$ cat config.mk
export PLATFORM = sky130hd
export DESIGN_NAME = sbus_slave_det
export DESIGN_NICKNAME = d
export VERILOG_FILES = /design/src/rtl/sbsd_pkg.sv /design/src/rtl/sbsd_sync.sv /design/src/rtl/sbsd_cond.sv /design/src/rtl/sbsd_rx.sv /design/src/rtl/sbsd_busy.sv /design/src/rtl/sbus_slave_det.sv
export SDC_FILE = /design/constraint.sdc
export NUM_CORES = 1
export LEC_CHECK = 0
export BUFFER_PORTS_ARGS = -buffer_cell sky130_fd_sc_hd__buf_2
export CAP_MARGIN = 20
export CELL_PAD_IN_SITES_DETAIL_PLACEMENT = 0
export CELL_PAD_IN_SITES_GLOBAL_PLACEMENT = 1
export CORE_ASPECT_RATIO = 1.75
export CORE_UTILIZATION = 40
export DETAILED_ROUTE_END_ITERATION = 12
export PLACE_DENSITY = 0.79
export REMOVE_ABC_BUFFERS = 1
export SLEW_MARGIN = 10
export SYNTH_ARGS = -nofsm -noshare
export SYNTH_HDL_FRONTEND = slang
export SYNTH_HIERARCHICAL = 1
export SYNTH_SLANG_ARGS = --single-unit
$ cat constraint.sdc
create_clock -name clk -period 2.1 [get_ports clk]
set_input_delay 0.21 -clock clk [delete_from_list [all_inputs] [get_ports clk]]
set_output_delay 0.21 -clock clk [all_outputs]
set_load 0.1 [all_outputs]
$ cat src/rtl/sbsd_pkg.sv
package sbsd_pkg;

    typedef enum logic [1:0] {
        ADDR_WAIT  = 2'd0,
        ADDR_PHASE = 2'd1,
        DATA_PHASE = 2'd2
    } addr_state_e;

    typedef struct packed {
        logic scl_rise;
        logic scl_fall;
        logic bus_rel;
        logic bus_cmd;
    } line_evt_t;

    function automatic logic both_high(input logic cur, input logic prev);
        return cur & prev;
    endfunction

    function automatic logic went_up(input logic cur, input logic prev);
        return cur & ~prev;
    endfunction

    function automatic logic went_down(input logic cur, input logic prev);
        return ~cur & prev;
    endfunction

endpackage

$ cat src/rtl/sbsd_sync.sv
module sbsd_sync #(
    parameter int WIDTH  = 2,
    parameter int STAGES = 2
) (
    input  logic             clk,
    input  logic             rst,
    input  logic [WIDTH-1:0] async_i,
    output logic [WIDTH-1:0] sync_o
);
    genvar g;
    generate
        for (g = 0; g < WIDTH; g++) begin : g_bit
            logic [STAGES-1:0] chain;
            always_ff @(posedge clk) begin
                if (rst) chain <= '1;
                else     chain <= {chain[STAGES-2:0], async_i[g]};
            end
            assign sync_o[g] = chain[STAGES-1];
        end
    endgenerate
endmodule

$ cat src/rtl/sbsd_cond.sv
module sbsd_cond
    import sbsd_pkg::*;
(
    input  logic      clk,
    input  logic      rst,
    input  logic      scl_s,
    input  logic      sda_s,
    output line_evt_t evt_o
);
    logic scl_d, sda_d;

    always_ff @(posedge clk) begin
        if (rst) begin
            scl_d <= 1'b1;
            sda_d <= 1'b1;
        end else begin
            scl_d <= scl_s;
            sda_d <= sda_s;
        end
    end

    logic clk_held_high;
    always_comb begin
        clk_held_high  = both_high(scl_s, scl_d);
        evt_o.scl_rise = went_up(scl_s, scl_d);
        evt_o.scl_fall = went_down(scl_s, scl_d);
        evt_o.bus_rel  = clk_held_high & went_up(sda_s, sda_d);
        evt_o.bus_cmd  = clk_held_high & went_down(sda_s, sda_d);
    end
endmodule

$ cat src/rtl/sbsd_rx.sv
module sbsd_rx
    import sbsd_pkg::*;
#(
    parameter int DATA_W = 8
) (
    input  logic              clk,
    input  logic              rst,
    input  logic              scl_rise,
    input  logic              bus_rel,
    input  logic              bus_cmd,
    input  logic              sda_bit,
    input  logic [DATA_W-1:0] own_addr,
    input  logic              wake_en,
    output logic [DATA_W-1:0] rx_byte,
    output logic              irq,
    output logic              selected
);
    localparam int CNT_W = $clog2(DATA_W + 1);
    localparam logic [CNT_W-1:0] LAST_BIT = CNT_W'(DATA_W - 1);

    addr_state_e       state_q;
    logic [CNT_W-1:0]  bitcnt_q;
    logic [DATA_W-1:0] shreg_q;
    logic [DATA_W-1:0] shifted;
    logic              byte_done;
    logic              addr_hit;

    always_comb begin
        shifted   = {shreg_q[DATA_W-2:0], sda_bit};
        byte_done = scl_rise && !bus_rel && !bus_cmd && (bitcnt_q == LAST_BIT);
        addr_hit  = (shifted == own_addr);
    end

    always_ff @(posedge clk) begin
        if (rst) begin
            state_q  <= ADDR_WAIT;
            bitcnt_q <= '0;
            shreg_q  <= '0;
            rx_byte  <= '0;
            irq      <= 1'b0;
            selected <= 1'b0;
        end else begin
            irq <= 1'b0;
            if (bus_rel) begin
                bitcnt_q <= '0;
                state_q  <= ADDR_PHASE;
                selected <= 1'b0;
            end else if (bus_cmd) begin
                bitcnt_q <= '0;
            end else if (scl_rise) begin
                shreg_q <= shifted;
                if (byte_done) begin
                    bitcnt_q <= '0;
                    rx_byte  <= shifted;
                    if (state_q == ADDR_PHASE) begin
                        state_q  <= DATA_PHASE;
                        selected <= addr_hit;
                        irq      <= wake_en ? addr_hit : 1'b1;
                    end else begin
                        irq <= !wake_en;
                    end
                end else begin
                    bitcnt_q <= bitcnt_q + 1'b1;
                end
            end
        end
    end
endmodule

$ cat src/rtl/sbsd_busy.sv
module sbsd_busy (
    input  logic clk,
    input  logic rst,
    input  logic busy_req,
    input  logic busy_drop,
    input  logic wake_en,
    input  logic scl_fall,
    output logic pull,
    output logic pending
);
    logic wake_q;
    logic wake_rise;

    assign wake_rise = wake_en & ~wake_q;

    always_ff @(posedge clk) begin
        if (rst) begin
            wake_q  <= 1'b0;
            pull    <= 1'b0;
            pending <= 1'b0;
        end else begin
            wake_q <= wake_en;
            if (busy_req) begin
                pull    <= 1'b1;
                pending <= 1'b0;
            end else if (wake_rise) begin
                pending <= 1'b0;
            end else if (pending && scl_fall) begin
                pull    <= 1'b0;
                pending <= 1'b0;
            end else if (busy_drop && pull) begin
                pending <= 1'b1;
            end
        end
    end
endmodule

$ cat src/rtl/sbus_slave_det.sv
module sbus_slave_det
    import sbsd_pkg::*;
#(
    parameter int DATA_W      = 8,
    parameter int SYNC_STAGES = 2
) (
    input  logic              clk,
    input  logic              rst,
    input  logic              scl_in,
    input  logic              sda_in,
    output logic              sda_pull_o,
    input  logic [DATA_W-1:0] own_addr_i,
    input  logic              wake_en_i,
    input  logic              busy_req_i,
    input  logic              busy_drop_i,
    input  logic              rel_clr_i,
    input  logic              cmd_clr_i,
    output logic              rel_flag_o,
    output logic              cmd_flag_o,
    output logic              xfer_irq_o,
    output logic [DATA_W-1:0] rx_byte_o,
    output logic              selected_o,
    output logic              drop_pending_o
);
    localparam int LINES = 2;

    logic [LINES-1:0] lines_s;
    line_evt_t        evt;

    sbsd_sync #(.WIDTH(LINES), .STAGES(SYNC_STAGES)) u_sync (
        .clk     (clk),
        .rst     (rst),
        .async_i ({scl_in, sda_in}),
        .sync_o  (lines_s)
    );

    sbsd_cond u_cond (
        .clk   (clk),
        .rst   (rst),
        .scl_s (lines_s[1]),
        .sda_s (lines_s[0]),
        .evt_o (evt)
    );

    sbsd_rx #(.DATA_W(DATA_W)) u_rx (
        .clk      (clk),
        .rst      (rst),
        .scl_rise (evt.scl_rise),
        .bus_rel  (evt.bus_rel),
        .bus_cmd  (evt.bus_cmd),
        .sda_bit  (lines_s[0]),
        .own_addr (own_addr_i),
        .wake_en  (wake_en_i),
        .rx_byte  (rx_byte_o),
        .irq      (xfer_irq_o),
        .selected (selected_o)
    );

    sbsd_busy u_busy (
        .clk       (clk),
        .rst       (rst),
        .busy_req  (busy_req_i),
        .busy_drop (busy_drop_i),
        .wake_en   (wake_en_i),
        .scl_fall  (evt.scl_fall),
        .pull      (sda_pull_o),
        .pending   (drop_pending_o)
    );

    always_ff @(posedge clk) begin
        if (rst) begin
            rel_flag_o <= 1'b0;
            cmd_flag_o <= 1'b0;
        end else begin
            if (evt.bus_rel)    rel_flag_o <= 1'b1;
            else if (rel_clr_i) rel_flag_o <= 1'b0;
            if (evt.bus_cmd)    cmd_flag_o <= 1'b1;
            else if (cmd_clr_i) cmd_flag_o <= 1'b0;
        end
    end
endmodule

==> results.ini, run 1 <==
[status]
status=completed

[routing]
vias_per_cell=4.78
firstDrtPassIters=4
wl_per_cell_um=11.9
drtIter0Drc=19
drcViolationCount=0
postRouteAntennaNets=0
dr_total_vias=1004
drt-total-wl_um=2510

[timing]
fin_skew_ps=5.44
slew_headroom=0.663
finalMaxSlewViolations=0
finalHoldViolCount=0
rsz0062_at_grt=no
fin_tns_setup_ps=0
fmax_mhz=565
period_minus_slack_ps=1770
worst_slack_ps=331
tightest_slew_ps=506
fin_crit_sh=0.842
finalSetupViolCount=0

[floorplanning]
initial_core_util=0.414
dieArea_um2=3730
io_pins=31
rows=28
fp.dieH_um=80.0
chipWidth_um=46.6
core_um2=3360

[logic_synthesis]
yosys_warnings=6
yosys.area.top_type=dfxtp_1
synth_cell_types=35
synth_top_area_frac=0.489
synth_edf_count=0
synthTopCellsByCount=dfxtp_1 (34), nor2_1 (21), mux2i_1 (16)
synth-main-ff-cell=dfxtp_1
avgSynthCellArea_um2=10.5
yosysSeqAreaShare=0.489
synth-seq-cells=34
synth_area_leaders=dfxtp_1 (49%), mux2i_1 (12%), nor2_1 (5.7%), xor2_1 (5.7%), or2_1 (2.7%)
syn_area_um2=1390
yosys.cell_count.top_type=dfxtp_1
async_reset_ff_frac=0
synth_cells=132

[final_layout]
finalNonFillerCells=210
multiInputGateArea_um2=666
fin_nets=183
fillers=366
area_delta_synth_final_pct=18.6
antenna_cells=0
final_layout_size_suffix_gt1_frac=0.279
ff_latch_area_um2=681

[clock_tree]
h-tree-depth=2
clk_latency_ps=280
cts_resized=0
clockBufferDepth=2
postCtsSetupBuffers=0
clkTransAtPathRegs_ps=60
cts_hold_buf=0
cts-root-buf=clkbuf_8
cts_tree=yes
clock-sinks=34
cts_buffers=5

[hold_path]
hp-class=input port to flip-flop
hold_depth=2

[critical_path]
end_kind=flip-flop
crit_type=flip-flop to flip-flop
worstPathArrival_ps=1920
crit_required_ps=2250
cp-start-kind=flip-flop
critical_path.max_fanout=10
rr_worst_depth=6
rrSetupSlack_ps=330

[global_route]
grt-ovfl-total=0
gr-usage-all-layers=0.162
grt_antenna_before_repair=0
grt_pass1_vias=925
met1_usage=0.194
grt_pass1_wl_um=4230
grt_max_degree=30
busiest_layer=met2
groute.layer.met2.usage=0.243
grtUsageMet3=0.0475

[power_and_ir_drop]
power_density_nw_per_um2=722
totalPowerFinal_mw=1.19
p_switching_mw=0.283
leakagePower_nw=0.741
irDropWorstVdd_mv=0.541
power.internal_mw=0.909
switching_share=0.237
seqPwrFrac=0.556
pwr-share-clk=0.370
share_comb_of_total_power=0.074

[placed_design]
place_congestion=0.689
hpwl_um=1820
io_buffers=30
place_ws_ps=346
place_inst=203

[run]
maxCapViolCount=0

cell type report:
cell class                 count  share of cell area
clock buffer                   5              0.0417
clock inverter                 2             0.00607
inverter                       3             0.00682
multi-input combinational     90               0.403
sequential                    34               0.412
tap                           45              0.0341
timing repair buffer          31              0.0955
final timing paths:
kind / endpoint / start
min reg2reg: u_sync/g_bit[0].chain[1]$_SDFF_PP1_ / u_sync/g_bit[0].chain[0]$_SDFF_PP1_
max reg2reg: u_rx/rx_byte[3]$_SDFFE_PP0P_ / u_sync/g_bit[0].chain[1]$_SDFF_PP1_
min: u_sync/g_bit[1].chain[0]$_SDFF_PP1_ / scl_in
max: u_rx/rx_byte[3]$_SDFFE_PP0P_ / u_sync/g_bit[0].chain[1]$_SDFF_PP1_
flip-flops by register name, indices dropped and copies added, names as in the netlist:
| signal | flops |
|---|---|
| u_rx/bitcnt_q | 4 |
| u_rx/shreg_q | 7 |
| u_rx/irq | 1 |
| u_rx/rx_byte | 8 |
| u_cond/sda_d | 1 |
| u_cond/scl_d | 1 |
| u_busy/pull | 1 |
| u_rx/selected | 1 |
| u_busy/wake_q | 1 |
| u_busy/pending | 1 |
| u_sync/g_bit.chain | 4 |
| u_rx/state_q | 2 |
| rel_flag_o | 1 |
| cmd_flag_o | 1 |
logic make-up after synthesis:
kind of cell / after synthesis / synth area share
XOR/XNOR: 10 / 0.0630
AND/OR/NAND/NOR: 53 / 0.223
AO/OA/AOI/OAI: 10 / 0.0684
multiplexers: 16 / 0.115
buffers and inverters: 8 / 0.0324
adder cells (fa/ha/maj): 1 / 0.00899
flip-flops: 34 / 0.489
placed cells by master, fill, tap and decap left out, drive strengths merged, types with 2 or more instances in the layout:
cell	Yosys	final
a21oi	3	3
nand2	6	6
or2	6	6
mux2i	16	16
dfxtp	34	34
nor2b	4	4
inv	3	3
nor4	2	2
nor3	2	2
a211oi	2	2
buf	4	31
nand2b	3	3
xor2	9	9
and4b	2	2
clkbuf	1	5
clkinv	0	2
nor2	21	21
metal layers:
layer | vias to the layer above | wire (um)
met1 | 471 | 1060
met3 | 6 | 77
met5 | - | 0
met4 | 0 | 70
met2 | 16 | 1300
li1 | 511 | -
stage by stage:
step	area, um^2	util	hold WS (ps)
after floorplan	1360	-	274
after global placement	1570	0.467	390
after detailed placement	1570	0.467	393
after CTS	1650	0.491	102
after global routing	1650	0.491	98.3
final	1650	0.491	108
worst max-delay path: stages, from the launching register on:
cell and delay [ps]:
dfxtp_1 430, and4b_1 310, nor4b_2 340, nand3_1 120, buf_4 220, mux2i_1 160, nor2_1 50
power by group through the flow:
stage | registers (mW) | clock network [mW] | logic, mW
after floorplan | 0.696 | 0 | 0.0343
after global placement | 0.677 | 0 | 0.0867
after detailed placement | 0.677 | 0 | 0.0887
after CTS | 0.663 | 0.457 | 0.0890
after global routing | 0.664 | 0.482 | 0.0952
final | 0.663 | 0.442 | 0.0879
No activity file was read; power rests on OpenSTA's default activity.
==> inputs of run 2 (changes only) <==
--- a/config.mk
+++ b/config.mk
@@ -10,9 +10,9 @@
 export CELL_PAD_IN_SITES_DETAIL_PLACEMENT = 0
 export CELL_PAD_IN_SITES_GLOBAL_PLACEMENT = 1
 export CORE_ASPECT_RATIO = 1.75
-export CORE_UTILIZATION = 40
+export CORE_UTILIZATION = 36
 export DETAILED_ROUTE_END_ITERATION = 12
-export PLACE_DENSITY = 0.79
+export PLACE_DENSITY = 0.75
 export REMOVE_ABC_BUFFERS = 1
 export SLEW_MARGIN = 10
 export SYNTH_ARGS = -nofsm -noshare
==> constraint.sdc (replaced) <==
create_clock -name clk -period 1.44 [get_ports clk]
set_input_delay 0.144 -clock clk [delete_from_list [all_inputs] [get_ports clk]]
set_output_delay 0.144 -clock clk [all_outputs]
set_load 0.1 [all_outputs]
==> results.ini, run 2 (synthesis results as in run 1) <==
[final_layout]
final_layout_size_suffix_gt1_frac=0.374
finalNonFillerCells=225
area_delta_synth_final_pct=30.5
final_area_um2=1820
antenna_cells=0
fin_nets=196
top_register=u_rx/rx_byte
largest_register_ffs=8
top_regs=u_rx/rx_byte: 8 flops, u_rx/shreg_q: 7 flops
final_cell_mix=dfxtp_1 (32), buf_2 (30), nor2_1 (21)
final_common_cell=dfxtp_1

[clock_tree]
cts_buffers=5
cts-root-buf=clkbuf_8
clock-sinks=34
clkTransAtPathRegs_ps=70
h-tree-depth=2
clockBufferDepth=2
cts_tree=yes
clk_latency_ps=280
cts_hold_buf=0

[floorplanning]
dieArea_um2=4130
io_pins=31
core_um2=3660
fp.dieH_um=84.2
chipWidth_um=49.0
rows=29
initial_core_util=0.380

[timing]
finalHoldViolCount=0
period_minus_slack_ps=1520
finalSetupViolCount=10
finalMaxSlewViolations=0
fin_crit_sh=1.06
tightest_slew_ps=487
fin_skew_ps=8.83
worst_slack_ps=-79.5
slew_headroom=0.678
hold_slack_ps=36.6
rsz0062_at_grt=yes
fmax_mhz=658

[critical_path]
rr_startpoint=u_cond/scl_d$_SDFF_PP1_
rr_worst_depth=6
crit_required_ps=1610
end_kind=flip-flop
endpoint=u_rx/rx_byte[0]$_SDFFE_PP0P_
rrSetupSlack_ps=-80
crit_start=u_cond/scl_d$_SDFF_PP1_
critical_path.max_fanout=5
crit_type=flip-flop to flip-flop
r2r-end=u_rx/rx_byte[0]$_SDFFE_PP0P_
cp-start-kind=flip-flop
worstPathArrival_ps=1690

[placed_design]
place_inst=214
place_congestion=0.809
dpl_cell_area_um2=1660
place_ws_ps=-114
io_buffers=30
hpwl_um=1980

[power_and_ir_drop]
totalPowerFinal_mw=1.83
power_density_nw_per_um2=1010
leakagePower_nw=0.819
irDropWorstVdd_mv=0.736

[global_route]
gr-usage-all-layers=0.144
grt_pass1_vias=1063
grt_max_degree=29
grt-ovfl-total=0
grt_antenna_before_repair=0
grt_pass1_wl_um=4530

[routing]
drt-total-wl_um=2750
vias_per_cell=4.69
postRouteAntennaNets=0
dr_total_vias=1055
firstDrtPassIters=4
wl_per_cell_um=12.2
drcViolationCount=0
drtIter0Drc=20

[hold_path]
hp-class=input port to flip-flop
min-delay-start=sda_in

[run]
maxCapViolCount=0

[status]
status=complete, but fails checks
violations=negative setup slack

## run 2: cell count changes in the layout (fill, tap and decap cells not counted), sizes merged
| cell | before | now |
|---|---|---|
| clkbuf | 5 | 7 |
| clkinv | 2 | 1 |
| buf | 31 | 44 |
## run 2: worst max-delay path: stages (launching register included)
cell     delay (ps)
dfxtp_2         330
and4b_1         220
nor4b_4         330
nand3_2         130
buf_4           180
mux2i_1         150
nor2_1           60
## run 2: how the worst min path moves through the flow
stage | cells after the start | to
global route | 2 | u_sync/g_bit[0].chain[0]$_SDFF_PP1_
global placement | 2 | u_sync/g_bit[1].chain[0]$_SDFF_PP1_
floorplan | 1 | u_busy/pending$_SDFFE_PP0P_
finish | 2 | u_sync/g_bit[0].chain[0]$_SDFF_PP1_
detailed placement | 2 | u_sync/g_bit[0].chain[0]$_SDFF_PP1_
CTS | 2 | u_sync/g_bit[0].chain[0]$_SDFF_PP1_
## run 2: layer usage
layer  part of all wire  up-vias  wire length [um]  track usage
met5                  0        -                 0            0
met4              0.025        0                68       0.0829
met3              0.047        8               129       0.0380
met2               0.51       30              1410        0.249
met1               0.41      477              1140        0.155
li1                   -      540                 -            -
## run 2: final cells by class
type | instances | area, um^2
flip-flops and latches | 34 | 683
fillers | 369 | 1850
well taps | 46 | 57.6
inverters | 3 | 11.3
multi-input cells | 90 | 701
repair buffers | 44 | 272
clock inverters | 1 | 5.00
clock buffers | 7 | 86.3
## run 2: repair_timing
action	4_1_cts	5_1_grt
setup buffers	1	1
gates resized for setup	6	6
endpoints found under the setup margin	12	19
gates cloned	0	1
pin swaps	4	0
## run 2: report_power, final
part | internal, mW | switching [mW] | total (mW)
clock | 0.385 | 0.329 | 0.714
sequential | 0.956 | 0.00897 | 0.965
combinational | 0.0611 | 0.0889 | 0.150
## run 2: through the flow
| stage | TNS [ps] | util |
|---|---|---|
| 3_5_place_dp | -896 | 0.453 |
| 6_report | -480 | 0.495 |
| 4_1_cts | -264 | 0.486 |
| 3_3_place_gp | -397 | 0.453 |
| 5_1_grt | -1760 | 0.495 |
| 2_1_floorplan | -3120 | - |
